==> config.mk <==
export PLATFORM = sky130hd
export DESIGN_NAME = mbox_doorbell
export DESIGN_NICKNAME = d
export VERILOG_FILES = /design/src/rtl/mbox_pkg.sv /design/src/rtl/mbox_port_dec.sv /design/src/rtl/mbox_rd_mux.sv /design/src/rtl/mbox_chan.sv /design/src/rtl/mbox_doorbell.sv
export SDC_FILE = /design/constraint.sdc
export NUM_CORES = 1
export LEC_CHECK = 0
export ABC_CLOCK_PERIOD_IN_PS = 7300
export BUFFER_PORTS_ARGS = -buffer_cell sky130_fd_sc_hd__buf_2
export CORE_MARGIN = 2
export CORE_UTILIZATION = 30
export CTS_BUF_LIST = sky130_fd_sc_hd__clkbuf_16
export CTS_CLUSTER_DIAMETER = 30
export DETAILED_ROUTE_END_ITERATION = 7
export SLEW_MARGIN = 0
export SYNTH_ARGS = -nofsm -noshare
export SYNTH_HDL_FRONTEND = slang
export SYNTH_SLANG_ARGS = --single-unit
==> constraint.sdc <==
create_clock -name clk -period 7.3 [get_ports clk]
set_input_delay 1.825 -clock clk [delete_from_list [all_inputs] [get_ports clk]]
set_output_delay 1.825 -clock clk [all_outputs]
set_load 0.02 [all_outputs]
==> src/rtl/mbox_pkg.sv <==
package mbox_pkg;
  localparam int ADDR_W   = 12;
  localparam int DATA_W   = 32;
  localparam int NUM_CH   = 2;
  localparam int NUM_PORT = 2;
  localparam int FLAG_BIT = DATA_W - 1;
  localparam logic [ADDR_W-1:0] OFS_SET = 12'h008;
  localparam logic [ADDR_W-1:0] OFS_CLR = 12'h010;
  localparam logic [DATA_W-1:0] SLOT_MASK = {1'b0, {(DATA_W-1){1'b1}}};

  typedef enum logic [1:0] {REG_NONE, REG_STAT, REG_SET, REG_CLR} reg_kind_e;

  // channel 0 rings the application processor, channel 1 the control processor
  function automatic logic [ADDR_W-1:0] ch_base(input int ch);
    return (ch == 0) ? 12'h200 : 12'h300;
  endfunction

  function automatic reg_kind_e decode(input logic [ADDR_W-1:0] a, input int ch);
    if (a == ch_base(ch))                 return REG_STAT;
    else if (a == ch_base(ch) + OFS_SET)  return REG_SET;
    else if (a == ch_base(ch) + OFS_CLR)  return REG_CLR;
    else                                  return REG_NONE;
  endfunction
endpackage

==> src/rtl/mbox_port_dec.sv <==
module mbox_port_dec
  import mbox_pkg::*;
(
  input  logic [ADDR_W-1:0]              addr,
  input  logic                           we,
  input  logic [DATA_W-1:0]              wdata,
  input  logic                           secure,
  output logic [NUM_CH-1:0][DATA_W-1:0]  set_req,
  output logic [NUM_CH-1:0][DATA_W-1:0]  clr_req,
  output logic [NUM_CH-1:0]              ns_hit
);
  for (genvar c = 0; c < NUM_CH; c++) begin : g_ch
    reg_kind_e kind;
    assign kind = decode(addr, c);
    always_comb begin
      set_req[c] = '0;
      clr_req[c] = '0;
      ns_hit[c]  = 1'b0;
      if (we && kind != REG_NONE) begin
        if (!secure) ns_hit[c] = 1'b1;
        else if (kind == REG_SET) set_req[c] = wdata & SLOT_MASK;
        else if (kind == REG_CLR) clr_req[c] = wdata;
      end
    end
  end
endmodule

==> src/rtl/mbox_rd_mux.sv <==
module mbox_rd_mux
  import mbox_pkg::*;
(
  input  logic [ADDR_W-1:0]              addr,
  input  logic [NUM_CH-1:0][DATA_W-1:0]  status,
  output logic [DATA_W-1:0]              rdata
);
  always_comb begin
    rdata = '0;
    for (int c = 0; c < NUM_CH; c++)
      if (decode(addr, c) == REG_STAT) rdata = status[c];
  end
endmodule

==> src/rtl/mbox_chan.sv <==
module mbox_chan
  import mbox_pkg::*;
(
  input  logic                             clk,
  input  logic                             rst_n,
  input  logic [NUM_PORT-1:0][DATA_W-1:0]  set_req,
  input  logic [NUM_PORT-1:0][DATA_W-1:0]  clr_req,
  input  logic [NUM_PORT-1:0]              ns_hit,
  output logic [DATA_W-1:0]                status,
  output logic                             irq
);
  logic [DATA_W-1:0] set_any, clr_any, flag_set, nxt;
  logic              ns_any;

  always_comb begin
    set_any = '0;
    clr_any = '0;
    for (int p = 0; p < NUM_PORT; p++) begin
      set_any |= set_req[p];
      clr_any |= clr_req[p];
    end
    ns_any   = |ns_hit;
    flag_set = '0;
    flag_set[FLAG_BIT] = ns_any;
    // set (and the non-secure flag) win over a same-cycle clear
    nxt = (status & ~clr_any) | set_any | flag_set;
  end

  always_ff @(posedge clk or negedge rst_n) begin
    if (!rst_n) status <= '0;
    else        status <= nxt;
  end

  assign irq = |status;

  a_r3_set_lands: assert property (@(posedge clk) disable iff (!rst_n)
    (|set_any) |=> ((status & $past(set_any)) == $past(set_any)));
  a_r4_clear_lands: assert property (@(posedge clk) disable iff (!rst_n)
    (|(clr_any & ~set_any & ~flag_set)) |=>
      ((status & $past(clr_any & ~set_any & ~flag_set)) == '0));
  a_r6_flag_raised: assert property (@(posedge clk) disable iff (!rst_n)
    ns_any |=> status[FLAG_BIT]);
  a_r7_flag_sticky: assert property (@(posedge clk) disable iff (!rst_n)
    (status[FLAG_BIT] && !clr_any[FLAG_BIT]) |=> status[FLAG_BIT]);
  a_r11_idle_stable: assert property (@(posedge clk) disable iff (!rst_n)
    (!(|set_any) && !(|clr_any) && !ns_any) |=> $stable(status));
endmodule

==> src/rtl/mbox_doorbell.sv <==
module mbox_doorbell
  import mbox_pkg::*;
(
  input  logic              clk,
  input  logic              rst_n,
  input  logic [ADDR_W-1:0] proc_addr,
  input  logic              proc_we,
  input  logic [DATA_W-1:0] proc_wdata,
  input  logic              proc_secure,
  output logic [DATA_W-1:0] proc_rdata,
  input  logic [ADDR_W-1:0] ctrl_addr,
  input  logic              ctrl_we,
  input  logic [DATA_W-1:0] ctrl_wdata,
  input  logic              ctrl_secure,
  output logic [DATA_W-1:0] ctrl_rdata,
  output logic              irq_to_proc,
  output logic              irq_to_ctrl
);
  logic [NUM_PORT-1:0][ADDR_W-1:0]             p_addr;
  logic [NUM_PORT-1:0]                         p_we, p_sec;
  logic [NUM_PORT-1:0][DATA_W-1:0]             p_wdata, p_rdata;
  logic [NUM_PORT-1:0][NUM_CH-1:0][DATA_W-1:0] set_req, clr_req;
  logic [NUM_PORT-1:0][NUM_CH-1:0]             ns_hit;
  logic [NUM_CH-1:0][NUM_PORT-1:0][DATA_W-1:0] ch_set, ch_clr;
  logic [NUM_CH-1:0][NUM_PORT-1:0]             ch_ns;
  logic [NUM_CH-1:0][DATA_W-1:0]               status;
  logic [NUM_CH-1:0]                           irq;

  assign p_addr  = {ctrl_addr, proc_addr};
  assign p_we    = {ctrl_we, proc_we};
  assign p_sec   = {ctrl_secure, proc_secure};
  assign p_wdata = {ctrl_wdata, proc_wdata};
  assign proc_rdata = p_rdata[0];
  assign ctrl_rdata = p_rdata[1];

  for (genvar p = 0; p < NUM_PORT; p++) begin : g_port
    mbox_port_dec u_dec (
      .addr(p_addr[p]), .we(p_we[p]), .wdata(p_wdata[p]), .secure(p_sec[p]),
      .set_req(set_req[p]), .clr_req(clr_req[p]), .ns_hit(ns_hit[p]));
    mbox_rd_mux u_rd (.addr(p_addr[p]), .status(status), .rdata(p_rdata[p]));
    for (genvar c = 0; c < NUM_CH; c++) begin : g_x
      assign ch_set[c][p] = set_req[p][c];
      assign ch_clr[c][p] = clr_req[p][c];
      assign ch_ns[c][p]  = ns_hit[p][c];
    end
  end

  for (genvar c = 0; c < NUM_CH; c++) begin : g_ch
    mbox_chan u_chan (
      .clk(clk), .rst_n(rst_n), .set_req(ch_set[c]), .clr_req(ch_clr[c]),
      .ns_hit(ch_ns[c]), .status(status[c]), .irq(irq[c]));
  end

  assign irq_to_proc = irq[0];
  assign irq_to_ctrl = irq[1];

  a_r9_irq_matches_read: assert property (@(posedge clk) disable iff (!rst_n)
    (proc_addr == ch_base(0)) |-> (irq_to_proc == (proc_rdata != '0)));
  a_r10_unmapped_zero: assert property (@(posedge clk) disable iff (!rst_n)
    (decode(ctrl_addr, 0) != REG_STAT && decode(ctrl_addr, 1) != REG_STAT)
      |-> (ctrl_rdata == '0));
endmodule

==> results of run 1 <==
==> power by group <==
part           total (mW)  internal (mW)  switching (mW)
clock network       0.415          0.258           0.157
registers           0.359          0.357         0.00243
logic              0.0984         0.0341          0.0643
==> routing by layer <==
layer | global-route usage | vias to the layer above | wire length, um | share of wire
li1 | - | 2384 | - | -
met4 | 0.0705 | 2 | 361 | 0.019
met1 | 0.309 | 2567 | 8060 | 0.43
met3 | 0.0477 | 41 | 1690 | 0.090
met2 | 0.363 | 353 | 8660 | 0.46
met5 | 0 | - | 10 | 0.00053
==> critical path, delay by kind of cell <==
family | cells | cell delay, ps
buffers and inverters | 3 | 610
and+or+nand+nor | 4 | 1770
==> logic make-up (layout without fill, tap and decap cells) <==
family	after synthesis	count (layout)	synth area share
buffers and inverters	57	188	0.0531
AO/OA/AOI/OAI	162	162	0.293
AND/OR/NAND/NOR	219	219	0.232
multiplexers	32	32	0.0704
flip-flops	64	64	0.352
==> worst paths after layout <==
check	startpoint	endpoint	slack, ps	cells past startpoint
worst min-delay path	g_ch[1].u_chan.status[2]	g_ch[1].u_chan.status[2]	590	2
worst max register to register	g_ch[0].u_chan.status[23]	g_ch[0].u_chan.status[23]	6430	2
max in group asynchronous	rst_n	g_ch[1].u_chan.status[28]	5040	2
worst max-delay path	proc_addr[1]	proc_rdata[23]	1250	7
worst min register to register	g_ch[1].u_chan.status[2]	g_ch[1].u_chan.status[2]	590	2
min in group asynchronous	rst_n	g_ch[0].u_chan.status[12]	1700	2
==> per-stage QoR <==
stage | util | hold WS, ps | area (um^2) | setup slack [ps]
after floorplan | - | 539 | 4550 | 1830
after global placement | 0.362 | 570 | 5450 | 1310
after detailed placement | 0.362 | 577 | 5450 | 1250
after CTS | 0.381 | 594 | 5730 | 1250
after global routing | 0.381 | 626 | 5730 | 1130
final | 0.381 | 593 | 5730 | 1250
==> layout by cell type (no fill, tap or decap), types with 2 or more instances in the layout <==
cell,instances
nand4_1,9
nor4_1,19
nor2_1,33
nor2b_1,3
buf_4,12
and2_1,2
mux2i_1,32
or2_2,3
nand3_1,65
clkbuf_16,9
o211ai_1,66
dfrtp_1,64
o221ai_1,62
nand2b_1,2
buf_2,159
clkinv_2,2
inv_1,3
nor4_2,2
clkinv_1,2
a22o_1,32
nand2_1,70
==> cell usage after synthesis <==
cell type,n,share of area
a2111oi_0,1,0.0019
a21oi_1,1,0.0011
a22o_1,32,0.062
and2_1,2,0.0027
and3_1,1,0.0014
and3b_1,1,0.0019
buf_2,4,0.0044
buf_6,3,0.0074
clkbuf_1,49,0.040
dfrtp_1,64,0.35
inv_1,1,0.00082
mux2i_1,32,0.070
nand2_1,70,0.058
nand2b_1,2,0.0027
nand3_1,65,0.071
nand4_1,9,0.012
nand4b_1,1,0.0019
nor2_1,34,0.028
nor2b_1,3,0.0041
nor3b_1,1,0.0017
nor4_1,21,0.029
nor4b_2,1,0.0033
o211ai_1,66,0.11
o221ai_1,62,0.12
or2_1,1,0.0014
or2_2,3,0.0041
or3_1,1,0.0014
or4_1,1,0.0017
or4_4,1,0.0025
or4bb_1,1,0.0025
==> cell type report <==
cell class / instances / area, um^2 / area share
multi-input cells: 413 / 2720 / 0.475
flip-flops and latches: 64 / 1600 / 0.280
repair buffers: 171 / 886 / 0.155
well taps: 188 / 235 / 0.0411
clock buffers: 9 / 225 / 0.0393
clock inverters: 7 / 55.1 / 0.00961
inverters: 1 / 3.75 / 0.000655
==> impl_metrics.ini, run 1 <==
[drt]
drcViolationCount = 0
wirelength_mm = 18.8
dr.pass1.iters = 7
viasPerCell = 6.27
wl_per_cell_um = 22.0
vias = 5347
ant_nets = 0
dr.first_iter.drc_count = 507

[final_layout]
final.fill_count = 1534
diodes = 0
top_register = g_ch.u_chan.status
fin_nets = 754
largest_reg_flops = 64
drive_above_1_share = 0.287
area_growth_pct = 25.9
fin_cells = 853
top_regs = g_ch.u_chan.status (64)

[placed_design]
dp_cells = 837
port_buffers = 159
gp_congestion = 0.802
dp_hpwl_mm = 12.1

[floorplan]
die_w_um = 127
core_um2 = 15000
io_pins = 160
die_y_um = 127
dieArea_um2 = 16200
num_rows = 45
start_util = 0.303

[setup_path]
start_kind = primary input
slowest_stage = or4_1
worstPathMaxFanout = 17
crit_chain = buf_2, or4_4, or2_1, or4_1, buf_4, nor2_1, buf_2
worstSetupEndpointType = primary output
crit_type = primary input to primary output
cp_common_cell = buf_2
crit_required_ps = 5480
arrival_ps = 4220
cp_slowest_stage_delay_ps = 820

[grt]
first_global_vias = 5312
grt_pass1_wl_mm = 29.0
grt_overflow = 0
antenna_found_initial = 1
grt_max_degree = 95
track_usage = 0.227

[flow_run]
drv_cap = 0

[clocking]
hold_buffers = 0
cts_setup_buffers = 0
cts_made_buffers = 9
h-tree-depth = 3
clk_pin_slew_ps = 50
clk_latency_ps = 330
cts_tree = built
cts_resized = 0
cts-root-buf = clkbuf_16
ctsLongestPathBuffers = 2
cts_sinks = 64

[logic_synthesis]
syn-instance-count = 534
synth_fp_nets = 628
syn-cell-area_um2 = 4550
yosys_warnings = 0
yosysSeqAreaShare = 0.352
synth-seq-cells = 64
synth_cell_types = 30
avgSynthCellArea_um2 = 8.52

[timing]
setup_violations = 0
tns_ps = 0
report.final.slew_viol_count = 0
tightest_slew_ps = 1130
min_period_ps = 6050
hold_violations = 0
fmax_mhz = 165
fin_crit_sh = 0.828
skew_ps = 0
rsz0062_at_grt = no
slew_headroom = 0.247

[power_and_ir_drop]
p_leak_nw = 2.55
power_uw = 873
powerDensity_nw_per_um2 = 152
vdd_drop_max_mv = 0.0754

[outcome]
run_status = complete, no violations

[min_path]
worstHoldPathType = register to register
(Power assumes the default switching activity.)
==> inputs of run 2 (changes only) <==
--- a/config.mk
+++ b/config.mk
@@ -5,7 +5,7 @@
 export SDC_FILE = /design/constraint.sdc
 export NUM_CORES = 1
 export LEC_CHECK = 0
-export ABC_CLOCK_PERIOD_IN_PS = 7300
+export ABC_CLOCK_PERIOD_IN_PS = 5560
 export BUFFER_PORTS_ARGS = -buffer_cell sky130_fd_sc_hd__buf_2
 export CORE_MARGIN = 2
 export CORE_UTILIZATION = 30
==> constraint.sdc (replaced) <==
create_clock -name clk -period 5.56 [get_ports clk]
set_input_delay 1.39 -clock clk [delete_from_list [all_inputs] [get_ports clk]]
set_output_delay 1.39 -clock clk [all_outputs]
set_load 0.02 [all_outputs]
==> run 2 against run 1 <==
  * Cell count is 0.12% higher
  * Non-clock buffer count increased by 1
  * Sequential cell count stayed put
  * Cell area increased by 0.13%
  * Sequential share of layout area barely moved
  * Power rose by 31%
  * Critical endpoint is now proc_rdata[12]
  * Largest power group unchanged
==> impl_metrics.ini, run 2 (synthesis gave the netlist of run 1 again) <==
[setup_path]
reg2reg_from = g_ch[0].u_chan.status[23]
crit_type = primary input to primary output
worstPathMaxFanout = 16
reg2reg_depth = 2
start_kind = primary input
arrival_ps = 3390
r2r_slack_ps = 4700
slowest_stage = or4_4
worstSetupEndpointType = primary output
cp_common_cell = buf_2
crit_required_ps = 4170
cp_slowest_stage_delay_ps = 560
r2r_end = g_ch[0].u_chan.status[23]
crit_chain = buf_2, or4_4, or2_1, or4_1, buf_4, nor2_1, buf_2

[drt]
ant_nets = 0
viasPerCell = 6.28
dr.first_iter.drc_count = 399
wirelength_mm = 18.9
vias = 5359
dr.pass1.iters = 7
wl_per_cell_um = 22.1
drcViolationCount = 0

[power_and_ir_drop]
powerDensity_nw_per_um2 = 200
vdd_drop_max_mv = 0.0881
p_leak_nw = 2.55

[final_layout]
drive_above_1_share = 0.288
final.fill_count = 1537
final_design_area_no_fill_um2 = 5740
largest_reg_flops = 64
mostFrequentLayoutCells = buf_2, nand2_1, o211ai_1
diodes = 0
top_regs = g_ch.u_chan.status (64)
mostFrequentLayoutCell = buf_2
top_register = g_ch.u_chan.status
fin_nets = 755
area_growth_pct = 26.1
final_core_util = 0.382

[timing]
worst_slack_ps = 778
report.final.slew_viol_count = 0
fin_hold_ws_ps = 602
tightest_slew_ps = 1160
tns_ps = 0
min_period_ps = 4780
fmax_mhz = 209
setup_violations = 0
slew_headroom = 0.228
hold_violations = 0
rsz0062_at_grt = no
skew_ps = 0
fin_crit_sh = 0.860

[placed_design]
dp_hpwl_mm = 12.1
port_buffers = 159
gp_congestion = 0.804
dp_slack_ps = 773
placed_cell_area_um2 = 5460

[min_path]
holdPathEnd = g_ch[1].u_chan.status[1]
min_from = g_ch[1].u_chan.status[1]
worstHoldPathType = register to register
whs_path_depth = 2

[clocking]
cts_sinks = 64
ctsLongestPathBuffers = 2
clk_pin_slew_ps = 60
clk_latency_ps = 320
h-tree-depth = 3
cts_tree = built
cts-root-buf = clkbuf_16
hold_buffers = 0
cts_resized = 0
cts_setup_buffers = 0
cts_made_buffers = 9

[floorplan]
num_rows = 45
core_um2 = 15000
io_pins = 160
dieArea_um2 = 16200
start_util = 0.303
die_w_um = 127
die_y_um = 127

[grt]
first_global_vias = 5258
grt_max_degree = 65
antenna_found_initial = 1
track_usage = 0.229
grt_overflow = 0
grt_pass1_wl_mm = 29.0

[outcome]
run_status = complete, no violations

[flow_run]
drv_cap = 0
[run 2: changes by cell type in the layout (fill, tap and decap cells not counted)]
| cell | delta |
|---|---|
| buf_4 | +1 |
[run 2: worst max path at each step]
stage / start / endpoint / cells after the start
after floorplan: proc_addr[1] / proc_rdata[10] / 6
after detailed placement: proc_addr[1] / proc_rdata[12] / 7
final: proc_addr[1] / proc_rdata[12] / 7
after global routing: proc_addr[1] / proc_rdata[14] / 7
after global placement: proc_addr[1] / proc_rdata[12] / 7
after CTS: proc_addr[1] / proc_rdata[12] / 7
[run 2: metal layers]
layer | vias to the layer above | GRT usage | routed length (um)
met2 | 303 | 0.373 | 8810
met1 | 2627 | 0.305 | 8240
met4 | 2 | 0.0776 | 326
met3 | 39 | 0.0444 | 1500
met5 | - | 0 | 18
li1 | 2388 | - | -
[run 2: final cells by class]
type	instances	area, um^2	share of cell area
Tap cell	188	235	0.0410
Clock inverter	7	55.1	0.00960
Timing Repair Buffer	172	893	0.156
Multi-Input combinational cell	413	2720	0.475
Inverter	1	3.75	0.000654
Sequential cell	64	1600	0.279
Clock buffer	9	225	0.0393
[run 2: critical path: cells and delay by family]
kind	cells	cell delay, ps
buf+inv	3	500
simple gates	4	1480
[run 2: through the flow]
step	total power, mW	instances
after floorplan	0.536	534
after global placement	0.602	838
after detailed placement	0.607	838
after CTS	1.15	854
after global routing	1.19	854
final	1.15	854
[run 2: where the power goes]
part | leakage [nW] | switching (mW) | total, mW | internal (mW)
Sequential | 0.894 | 0.00334 | 0.472 | 0.469
Clock | 0.147 | 0.206 | 0.545 | 0.339
Combinational | 1.51 | 0.0844 | 0.129 | 0.0448
==> inputs of run 3 (changes only) <==
--- a/config.mk
+++ b/config.mk
@@ -12,6 +12,7 @@
 export CTS_BUF_LIST = sky130_fd_sc_hd__clkbuf_16
 export CTS_CLUSTER_DIAMETER = 30
 export DETAILED_ROUTE_END_ITERATION = 7
+export PLACE_DENSITY = 0.66
 export SLEW_MARGIN = 0
 export SYNTH_ARGS = -nofsm -noshare
 export SYNTH_HDL_FRONTEND = slang
==> run 3 against run 2 <==
  * Clock power increased by 19%
  * Cell area increased by 0.98%
  * Global-route usage decreased by 1.2 points
  * Worst setup slack improved by 32 ps
  * Power increased by 8.6%
  * First-iteration DRC count increased by 2.5%
  * Sequential power about the same
  * Cell count unchanged
  * Worst hold slack got worse by 4.6 ps
  * Utilization increased by 0.37 points
  * Sequential share of layout area decreased by 0.27 points
  * Critical endpoint is now proc_rdata[29]
  * Largest cell class unchanged
==> impl_metrics.ini, run 3 (synthesis gave the netlist of run 1 again) <==
[flow_run]
drv_cap = 0

[power_and_ir_drop]
vdd_drop_max_mv = 0.143
internal-power_uw = 948
netSwitchingPower_uw = 297
powerDensity_nw_per_um2 = 215
switching_share = 0.238
p_comb_frac = 0.102
clkPwrFrac = 0.519
seq_power_share = 0.379
p_leak_nw = 2.57

[drt]
ant_nets = 0
vias = 5083
wl_per_cell_um = 20.8
drcViolationCount = 0
dr.pass1.iters = 5
dr.first_iter.drc_count = 409
wirelength_mm = 17.7
viasPerCell = 5.95

[placed_design]
gp_congestion = 0.817
port_buffers = 159
dp_hpwl_mm = 11.3
dp_slack_ps = 810

[outcome]
run_status = complete, no violations

[setup_path]
crit_chain = buf_2, or4_4, or2_1, or4_1, buf_4, nor2_1, buf_2
arrival_ps = 3360
cp_slowest_stage_delay_ps = 560
crit_type = primary input to primary output
worstPathMaxFanout = 15
worstSetupEndpointType = primary output
crit_required_ps = 4170
reg2reg_depth = 2
start_kind = primary input
slowest_stage = or4_4
cp_common_cell = buf_2

[timing]
rsz0062_at_grt = no
tns_ps = 0
report.final.slew_viol_count = 0
hold_violations = 0
setup_violations = 0
fin_hold_ws_ps = 598
slew_headroom = 0.239
fmax_mhz = 211
min_period_ps = 4750
tightest_slew_ps = 1140
skew_ps = 0
fin_crit_sh = 0.854
worst_slack_ps = 810

[grt]
track_usage = 0.217
antenna_found_initial = 0
first_global_vias = 4889
grt_pass1_wl_mm = 27.3
grt_max_degree = 65
grt_overflow = 0

[floorplan]
die_w_um = 127
dieArea_um2 = 16200
core_um2 = 15000
io_pins = 160
die_y_um = 127
num_rows = 45
start_util = 0.303

[clocking]
hold_buffers = 0
ctsLongestPathBuffers = 2
cts_sinks = 64
clk_latency_ps = 320
clk_pin_slew_ps = 60
h-tree-depth = 3
cts-root-buf = clkbuf_16
cts_tree = built
cts_setup_buffers = 0
cts_made_buffers = 9
cts_resized = 0

[final_layout]
multi_input_area_um2 = 2720
top_register = g_ch.u_chan.status
fin_nets = 755
largest_reg_flops = 64
drive_above_1_share = 0.291
top_regs = g_ch.u_chan.status (64)
mostFrequentLayoutCell = buf_2
diodes = 0
area_growth_pct = 27.3
mostFrequentLayoutCells = buf_2, nand2_1, o211ai_1
final.fill_count = 1553
seq_area_um2 = 1600

[min_path]
whs_path_depth = 2
worstHoldPathType = register to register
[run 3: power by group through the flow]
stage / logic (mW) / clock network (mW) / registers, mW
2_1_floorplan: 0.0575 / 0 / 0.479
3_3_place_gp: 0.125 / 0 / 0.480
3_5_place_dp: 0.126 / 0 / 0.480
4_1_cts: 0.126 / 0.657 / 0.472
5_1_grt: 0.139 / 0.673 / 0.472
6_report: 0.127 / 0.646 / 0.472
[run 3: path summary, 6_finish.rpt]
path	from	end	slack (ps)
worst max-delay path	proc_addr[1]	proc_rdata[29]	810
worst min-delay path	g_ch[0].u_chan.status[24]	g_ch[0].u_chan.status[24]	600
worst max register to register	g_ch[1].u_chan.status[26]	g_ch[1].u_chan.status[26]	4720
worst min register to register	g_ch[0].u_chan.status[24]	g_ch[0].u_chan.status[24]	600
max in group asynchronous	rst_n	g_ch[1].u_chan.status[29]	3770
min in group asynchronous	rst_n	g_ch[0].u_chan.status[13]	1250
[run 3: critical path, delay by kind of cell]
kind          cells  cell delay, ps
buf+inv           3             500
simple gates      4            1470
[run 3: metal layers]
metal	vias to the layer above	track usage	routed length, um
li1	2379	-	-
met1	2429	0.297	7970
met2	261	0.345	8170
met3	14	0.0469	1440
met4	0	0.0633	167
met5	-	0	0
[run 3: per-stage QoR]
stage / std cells / cell area, um^2 / power [mW] / utilization
after floorplan: 534 / 4550 / 0.536 / -
final: 854 / 5790 / 1.24 / 0.385
after global placement: 838 / 5460 / 0.605 / 0.363
after CTS: 854 / 5790 / 1.26 / 0.385
after detailed placement: 838 / 5460 / 0.606 / 0.363
after global routing: 854 / 5790 / 1.28 / 0.385
[run 3: area by class of cell]
cell class	instances	share of cell area
Multi-Input combinational cell	413	0.470
Sequential cell	64	0.276
Timing Repair Buffer	172	0.154
Tap cell	188	0.0406
Clock buffer	9	0.0389
Clock inverter	7	0.0192
Inverter	1	0.000648
